`config.mk`:
```
export PLATFORM = sky130hd
export DESIGN_NAME = branch_trace_logger
export DESIGN_NICKNAME = d
export VERILOG_FILES = /design/src/rtl/btl_pkg.sv /design/src/rtl/btl_ctrl_reg.sv /design/src/rtl/btl_store.sv /design/src/rtl/btl_msg_port.sv /design/src/rtl/branch_trace_logger.sv
export SDC_FILE = /design/constraint.sdc
export NUM_CORES = 1
export LEC_CHECK = 0
export BUFFER_PORTS_ARGS = -buffer_cell sky130_fd_sc_hd__buf_2
export CAP_MARGIN = 10
export CORE_ASPECT_RATIO = 0.8
export CORE_MARGIN = 8
export CORE_UTILIZATION = 47
export CTS_BUF_LIST = sky130_fd_sc_hd__clkbuf_16
export CTS_CLUSTER_SIZE = 25
export DETAILED_ROUTE_END_ITERATION = 10
export PLACE_DENSITY = 0.67
export REMOVE_ABC_BUFFERS = 1
export SLEW_MARGIN = 10
export SYNTH_ARGS = -nofsm -noshare
export SYNTH_HDL_FRONTEND = slang
export SYNTH_SLANG_ARGS = --single-unit
```
`constraint.sdc`:
```
create_clock -name clk -period 7.5 [get_ports clk]
set_input_delay 1.125 -clock clk [delete_from_list [all_inputs] [get_ports clk]]
set_output_delay 1.125 -clock clk [all_outputs]
set_load 0.01 [all_outputs]
```
`src/rtl/btl_pkg.sv`:
```
package btl_pkg;

    localparam int ADDR_W  = 32;
    localparam int REC_W   = 2 * ADDR_W;
    localparam int KIND_W  = 2;
    localparam int CTL_W   = 32;

    localparam int BIT_MSG_EN   = 6;
    localparam int BIT_STORE_EN = 7;
    localparam int BIT_STOP     = 8;

    localparam logic [CTL_W-1:0] CTL_MASK =
        (CTL_W'(1) << BIT_MSG_EN) | (CTL_W'(1) << BIT_STORE_EN) | (CTL_W'(1) << BIT_STOP);

    typedef enum logic [KIND_W-1:0] {
        EV_BRANCH = 2'd0,
        EV_INTR   = 2'd1,
        EV_EXCP   = 2'd2,
        EV_NONE   = 2'd3
    } ev_kind_t;

    typedef struct packed {
        logic [KIND_W-1:0] kind;
        logic [ADDR_W-1:0] to_addr;
        logic [ADDR_W-1:0] from_addr;
    } trace_rec_t;

    typedef struct packed {
        logic stop_on_full;
        logic store_en;
        logic msg_en;
    } ctl_bits_t;

    typedef enum logic [1:0] {
        SF_FILLING,
        SF_WRAPPING,
        SF_HALTED
    } store_state_t;

    typedef enum logic [1:0] {
        MS_IDLE,
        MS_SEND,
        MS_SKID
    } msg_state_t;

endpackage

```
`src/rtl/btl_ctrl_reg.sv`:
```
module btl_ctrl_reg
    import btl_pkg::*;
(
    input  logic             clk,
    input  logic             rst_n,
    input  logic             wr_en,
    input  logic [CTL_W-1:0] wr_data,
    output logic [CTL_W-1:0] rd_data,
    output ctl_bits_t        bits
);

    logic [CTL_W-1:0] ctl_q;

    always_ff @(posedge clk or negedge rst_n) begin
        if (!rst_n) begin
            ctl_q <= '0;
        end else if (wr_en) begin
            ctl_q <= wr_data & CTL_MASK;
        end
    end

    always_comb begin
        rd_data           = ctl_q;
        bits.msg_en       = ctl_q[BIT_MSG_EN];
        bits.store_en     = ctl_q[BIT_STORE_EN];
        bits.stop_on_full = ctl_q[BIT_STOP];
    end

endmodule

```
`src/rtl/btl_store.sv`:
```
module btl_store
    import btl_pkg::*;
#(
    parameter  int DEPTH = 16,
    localparam int IDX_W = $clog2(DEPTH)
) (
    input  logic             clk,
    input  logic             rst_n,
    input  logic             wr_req,
    input  logic [REC_W-1:0] wr_rec,
    input  logic             stop_mode,
    input  logic             clr,
    input  logic [IDX_W-1:0] rd_idx,
    output logic [REC_W-1:0] rd_data,
    output logic [IDX_W-1:0] wr_idx,
    output logic             full,
    output logic             irq
);

    localparam logic [IDX_W-1:0] LAST_IDX = IDX_W'(DEPTH - 1);

    store_state_t     state_q, state_d;
    logic [IDX_W-1:0] ptr_q, ptr_d;
    logic             mem_we;
    logic             at_last;
    logic [REC_W-1:0] ent_q [DEPTH];

    assign at_last = (ptr_q == LAST_IDX);

    // Next-state and write-enable decode
    always_comb begin
        state_d = state_q;
        ptr_d   = ptr_q;
        mem_we  = 1'b0;
        if (clr) begin
            state_d = SF_FILLING;
            ptr_d   = '0;
        end else begin
            unique case (state_q)
                SF_FILLING: begin
                    if (wr_req) begin
                        mem_we = 1'b1;
                        if (at_last) begin
                            ptr_d   = '0;
                            state_d = stop_mode ? SF_HALTED : SF_WRAPPING;
                        end else begin
                            ptr_d = ptr_q + 1'b1;
                        end
                    end
                end
                SF_WRAPPING: begin
                    if (stop_mode) begin
                        state_d = SF_HALTED;
                    end else if (wr_req) begin
                        mem_we = 1'b1;
                        ptr_d  = at_last ? '0 : ptr_q + 1'b1;
                    end
                end
                SF_HALTED: begin
                    if (!stop_mode) begin
                        state_d = SF_WRAPPING;
                    end
                end
                default: begin
                    state_d = SF_FILLING;
                    ptr_d   = '0;
                end
            endcase
        end
    end

    // State register
    always_ff @(posedge clk or negedge rst_n) begin
        if (!rst_n) begin
            state_q <= SF_FILLING;
            ptr_q   <= '0;
        end else begin
            state_q <= state_d;
            ptr_q   <= ptr_d;
        end
    end

    // Buffer storage
    always_ff @(posedge clk) begin
        if (mem_we) begin
            ent_q[ptr_q] <= wr_rec;
        end
    end

    // Outputs
    always_comb begin
        rd_data = ent_q[rd_idx];
        wr_idx  = ptr_q;
        full    = (state_q != SF_FILLING);
        irq     = (state_q == SF_HALTED);
    end

endmodule

```
`src/rtl/btl_msg_port.sv`:
```
module btl_msg_port
    import btl_pkg::*;
(
    input  logic       clk,
    input  logic       rst_n,
    input  logic       push,
    input  trace_rec_t push_rec,
    input  logic       clr,
    input  logic       ready,
    output logic       valid,
    output trace_rec_t out_rec,
    output logic       ovf
);

    msg_state_t state_q, state_d;
    trace_rec_t out_q, skid_q;
    logic       ovf_q;
    logic       lose;

    assign lose = (state_q == MS_SKID) && !ready && push;

    always_comb begin
        state_d = state_q;
        unique case (state_q)
            MS_IDLE: begin
                if (push) state_d = MS_SEND;
            end
            MS_SEND: begin
                if (ready && !push)      state_d = MS_IDLE;
                else if (!ready && push) state_d = MS_SKID;
            end
            MS_SKID: begin
                if (ready && !push) state_d = MS_SEND;
            end
            default: state_d = MS_IDLE;
        endcase
    end

    // State register
    always_ff @(posedge clk or negedge rst_n) begin
        if (!rst_n) begin
            state_q <= MS_IDLE;
        end else begin
            state_q <= state_d;
        end
    end

    // Message and skid registers
    always_ff @(posedge clk or negedge rst_n) begin
        if (!rst_n) begin
            out_q  <= '0;
            skid_q <= '0;
        end else begin
            unique case (state_q)
                MS_IDLE: begin
                    if (push) out_q <= push_rec;
                end
                MS_SEND: begin
                    if (push) begin
                        if (ready) out_q  <= push_rec;
                        else       skid_q <= push_rec;
                    end
                end
                MS_SKID: begin
                    if (ready) begin
                        out_q <= skid_q;
                        if (push) skid_q <= push_rec;
                    end
                end
                default: ;
            endcase
        end
    end

    // Sticky overflow
    always_ff @(posedge clk or negedge rst_n) begin
        if (!rst_n)    ovf_q <= 1'b0;
        else if (clr)  ovf_q <= 1'b0;
        else if (lose) ovf_q <= 1'b1;
    end

    // Outputs
    always_comb begin
        valid   = (state_q != MS_IDLE);
        out_rec = out_q;
        ovf     = ovf_q;
    end

endmodule

```
`src/rtl/branch_trace_logger.sv`:
```
module branch_trace_logger
    import btl_pkg::*;
#(
    parameter  int DEPTH = 16,
    localparam int IDX_W = $clog2(DEPTH)
) (
    input  logic              clk,
    input  logic              rst_n,
    input  logic              evt_valid,
    input  logic [KIND_W-1:0] evt_kind,
    input  logic [ADDR_W-1:0] evt_from,
    input  logic [ADDR_W-1:0] evt_to,
    input  logic              ctl_we,
    input  logic [CTL_W-1:0]  ctl_wdata,
    output logic [CTL_W-1:0]  ctl_rdata,
    input  logic              idx_clr,
    output logic [IDX_W-1:0]  wr_idx,
    output logic              buf_full,
    output logic              trace_irq,
    input  logic [IDX_W-1:0]  rd_idx,
    output logic [REC_W-1:0]  rd_data,
    output logic              msg_valid,
    input  logic              msg_ready,
    output logic [KIND_W-1:0] msg_kind,
    output logic [REC_W-1:0]  msg_data,
    output logic              skid_ovf
);

    ctl_bits_t  ctl;
    trace_rec_t rec;
    trace_rec_t msg_rec;
    logic       evt_ok;

    assign evt_ok = evt_valid && (evt_kind != EV_NONE);

    always_comb begin
        rec.kind      = evt_kind;
        rec.to_addr   = evt_to;
        rec.from_addr = evt_from;
    end

    btl_ctrl_reg u_ctrl (
        .clk     (clk),
        .rst_n   (rst_n),
        .wr_en   (ctl_we),
        .wr_data (ctl_wdata),
        .rd_data (ctl_rdata),
        .bits    (ctl)
    );

    btl_store #(.DEPTH(DEPTH)) u_store (
        .clk       (clk),
        .rst_n     (rst_n),
        .wr_req    (evt_ok && ctl.store_en),
        .wr_rec    ({rec.to_addr, rec.from_addr}),
        .stop_mode (ctl.stop_on_full),
        .clr       (idx_clr),
        .rd_idx    (rd_idx),
        .rd_data   (rd_data),
        .wr_idx    (wr_idx),
        .full      (buf_full),
        .irq       (trace_irq)
    );

    btl_msg_port u_msg (
        .clk      (clk),
        .rst_n    (rst_n),
        .push     (evt_ok && ctl.msg_en),
        .push_rec (rec),
        .clr      (idx_clr),
        .ready    (msg_ready),
        .valid    (msg_valid),
        .out_rec  (msg_rec),
        .ovf      (skid_ovf)
    );

    assign msg_kind = msg_rec.kind;
    assign msg_data = {msg_rec.to_addr, msg_rec.from_addr};

endmodule

```
==> results.sh <==
export IMPL_path_class="in -> out"
export IMPL_relSlewSlack_pct=25.4
export IMPL_hold_violations=0
export IMPL_fin_worst_skew_ns=0.0234
export IMPL_worst_setup_path_end_kind="output pin"
export IMPL_hold_buffers=0
export IMPL_drc=0
export IMPL_fin_util_pct=53.5
export IMPL_die_area_um2=105000
export IMPL_ant_nets=0
export IMPL_synth_async_sr_flop_share_pct=12.3
export IMPL_min_period_over_period_pct=63.5
export IMPL_root_buffer="clkbuf_16"
export IMPL_cts_num_sinks=1168
export IMPL_design_area_um2=50600
export IMPL_arrival_ns=3.63
export IMPL_grt_pass1_vias=22900
export IMPL_r2r_slack_ns=4.02
export IMPL_synth_seq_cells=1168
export IMPL_synthToLayoutAreaGrowth_pct=13.2
export IMPL_wl_mm=103
export IMPL_drt_iter0_markers=2445
export IMPL_grt_ovfl_total=0
export IMPL_final_cell_mix="edfxtp_1, mux4_2, buf_2"
export IMPL_layout_drive_gt1_share_pct=35.2
export IMPL_cts_resized=0
export IMPL_setup_slack_ns=2.74
export IMPL_outcome="completed"
export IMPL_grt_use_total_pct=19.2
export IMPL_maxSlewViolCount=0
export IMPL_crit_reg2reg_launch="u_store.state_q[1]"
export IMPL_vias=21600
export IMPL_synth_cell_types=45
export IMPL_dr_pass1_iters=5
export IMPL_critical_path_cell_chain="buf_8, buf_4, mux4_2, a22oi_1, nand2_1, buf_2"
export IMPL_place_hpwl_mm=53.4
export IMPL_mostFrequentLayoutCell="edfxtp_1"
export IMPL_start_util_pct=47.2
export IMPL_clk_path_buf_depth=3
export IMPL_dp_cells=3425
export IMPL_core_area_um2=94500
export IMPL_cts_tree="done"
export IMPL_ys_warn_count=0
export IMPL_r2r_cells=5
export IMPL_numCtsBuffers=108
export IMPL_whs_ns=0.496
export IMPL_path_clk_slew_ns=0.07
export IMPL_start_kind="primary input"
export IMPL_crit_required_ns=6.38
export IMPL_p_leak_nw=17.0
export IMPL_ir_worst_vdd_uv=186
export IMPL_numPortBuffers=219
export IMPL_grt_pass1_wl_mm=152
export IMPL_htree_levels=3
export IMPL_cp_slowest_cell="buf_8"
export IMPL_syn_area_um2=44700
export IMPL_setup_violations=0
export IMPL_synth_cells=2051
export IMPL_fp_dieW_um=361
export IMPL_synth_edff_count=1024
export IMPL_wire_per_inst_um=28.3
export IMPL_power_density_nw_per_um2=283
export IMPL_synth_seq_area_share_pct=76.9
export IMPL_rows=101
export IMPL_synth_area_per_cell_um2=21.8
export IMPL_fin_tns_setup_ns=0
export IMPL_nets=2411
export IMPL_drv_cap=0
export IMPL_antenna_found_initial=4
export IMPL_max_freq_mhz=210
export IMPL_holdCritPathClass="in -> async"
export IMPL_postCtsSetupBuffers=0
export IMPL_grt_setup_unrepaired="no"
export IMPL_layout_min_cycle_time_ns=4.76
export IMPL_clock_latency_ns=0.68
export IMPL_worst_pin_slew_ns=1.12
export IMPL_ys_flop_type="edfxtp_1"
export IMPL_grt_max_degree=104
export IMPL_r2r_end="u_store.ent_q[7][29]"
export IMPL_slowest_delay_ns=0.59
export IMPL_fp_dieH_um=292
export IMPL_final_cells=3628
export IMPL_gp_congestion=0.718
export IMPL_power_mw=14.3
export IMPL_cp_max_fo=71
export IMPL_dpl_worst_slack_ns=2.64
export IMPL_dpl_cell_area_um2=47000
export IMPL_pin_count=278
export IMPL_viasPerCell=5.96
## registers in the layout (all words and copies together), names as in the netlist
name             count
u_ctrl.rd_data       3
u_msg.out_rec       66
u_msg.ovf            1
u_msg.skid_q        66
u_msg.state_q        2
u_store.ent_q     1024
u_store.state_q      2
u_store.wr_idx       4
## critical path: cells and delay by family
family,cells,cell delay (ns)
compound gates,1,0.24
mux,1,0.56
buf+inv,3,1.34
simple gates,1,0.20
## kinds of logic (layout without fill, tap and decap cells)
kind of cell | after synthesis | in the layout | share of synthesized area (%)
adder cells (fa/ha/maj) | 4 | 4 | 0.112
multiplexers | 325 | 325 | 14.6
flip-flops | 1168 | 1168 | 76.9
AND/OR/NAND/NOR | 192 | 192 | 2.30
buffers and inverters | 153 | 465 | 1.97
other | 1 | 30 | 0.00840
AO/OA/AOI/OAI | 208 | 208 | 4.04
## worst max-delay path by stage
stage / start / end / slack, ns / depth (start not counted)
after CTS: rd_idx[0] / rd_data[11] / 2.64 / 6
after detailed placement: rd_idx[0] / rd_data[11] / 2.64 / 6
after global placement: rd_idx[0] / rd_data[11] / 2.70 / 6
after floorplan: evt_valid / u_store.ent_q[3][0] / -0.80 / 3
final: rd_idx[0] / rd_data[11] / 2.74 / 6
after global routing: rd_idx[0] / rd_data[11] / 2.45 / 6
## Yosys cell counts, types with 2 or more instances
| master | instances | area share, % |
|---|---|---|
| buf_6 | 18 | 0.45 |
| nand3b_1 | 4 | 0.067 |
| nor2b_1 | 3 | 0.042 |
| nand2b_1 | 3 | 0.042 |
| dfrtp_1 | 144 | 8.1 |
| mux2_2 | 69 | 1.7 |
| o221a_2 | 66 | 1.7 |
| clkbuf_1 | 57 | 0.48 |
| inv_1 | 3 | 0.025 |
| nand3_1 | 2 | 0.022 |
| nor2_1 | 9 | 0.076 |
| mux4_2 | 256 | 13 |
| buf_1 | 13 | 0.11 |
| a31oi_1 | 3 | 0.042 |
| ha_1 | 4 | 0.11 |
| nor3b_1 | 3 | 0.050 |
| or3_1 | 66 | 0.92 |
| buf_4 | 37 | 0.62 |
| and2_1 | 16 | 0.22 |
| nor3_1 | 2 | 0.022 |
| a22oi_1 | 128 | 2.2 |
| buf_2 | 25 | 0.28 |
| nand2_1 | 71 | 0.60 |
| edfxtp_1 | 1024 | 69 |
| or2_2 | 2 | 0.028 |
| a21oi_1 | 4 | 0.045 |
## area by class of cell
cell class / instances / area (µm²)
Antenna cell: 1 / 2.50
Clock buffer: 114 / 2850
Clock inverter: 88 / 718
Fill cell: 7202 / 43900
Inverter: 3 / 11.3
Multi-Input combinational cell: 758 / 9630
Sequential cell: 1168 / 34400
Tap cell: 1236 / 1550
Timing Repair Buffer: 260 / 1470
## report_power, final
group	internal (mW)	switching [mW]
Sequential	7.40	0.170
Combinational	0.616	0.638
Clock	3.12	2.36
Total	11.1	3.17
## metal layers
metal / part of all wire [%] / vias to the layer above / track usage [%]
li1: - / 9072 / -
met5: 0.0088 / - / 0
met3: 8.0 / 135 / 3.93
met1: 43 / 11500 / 28.0
met4: 1.9 / 2 / 4.39
met2: 47 / 909 / 30.0
Power figures use the tool's default switching activity.
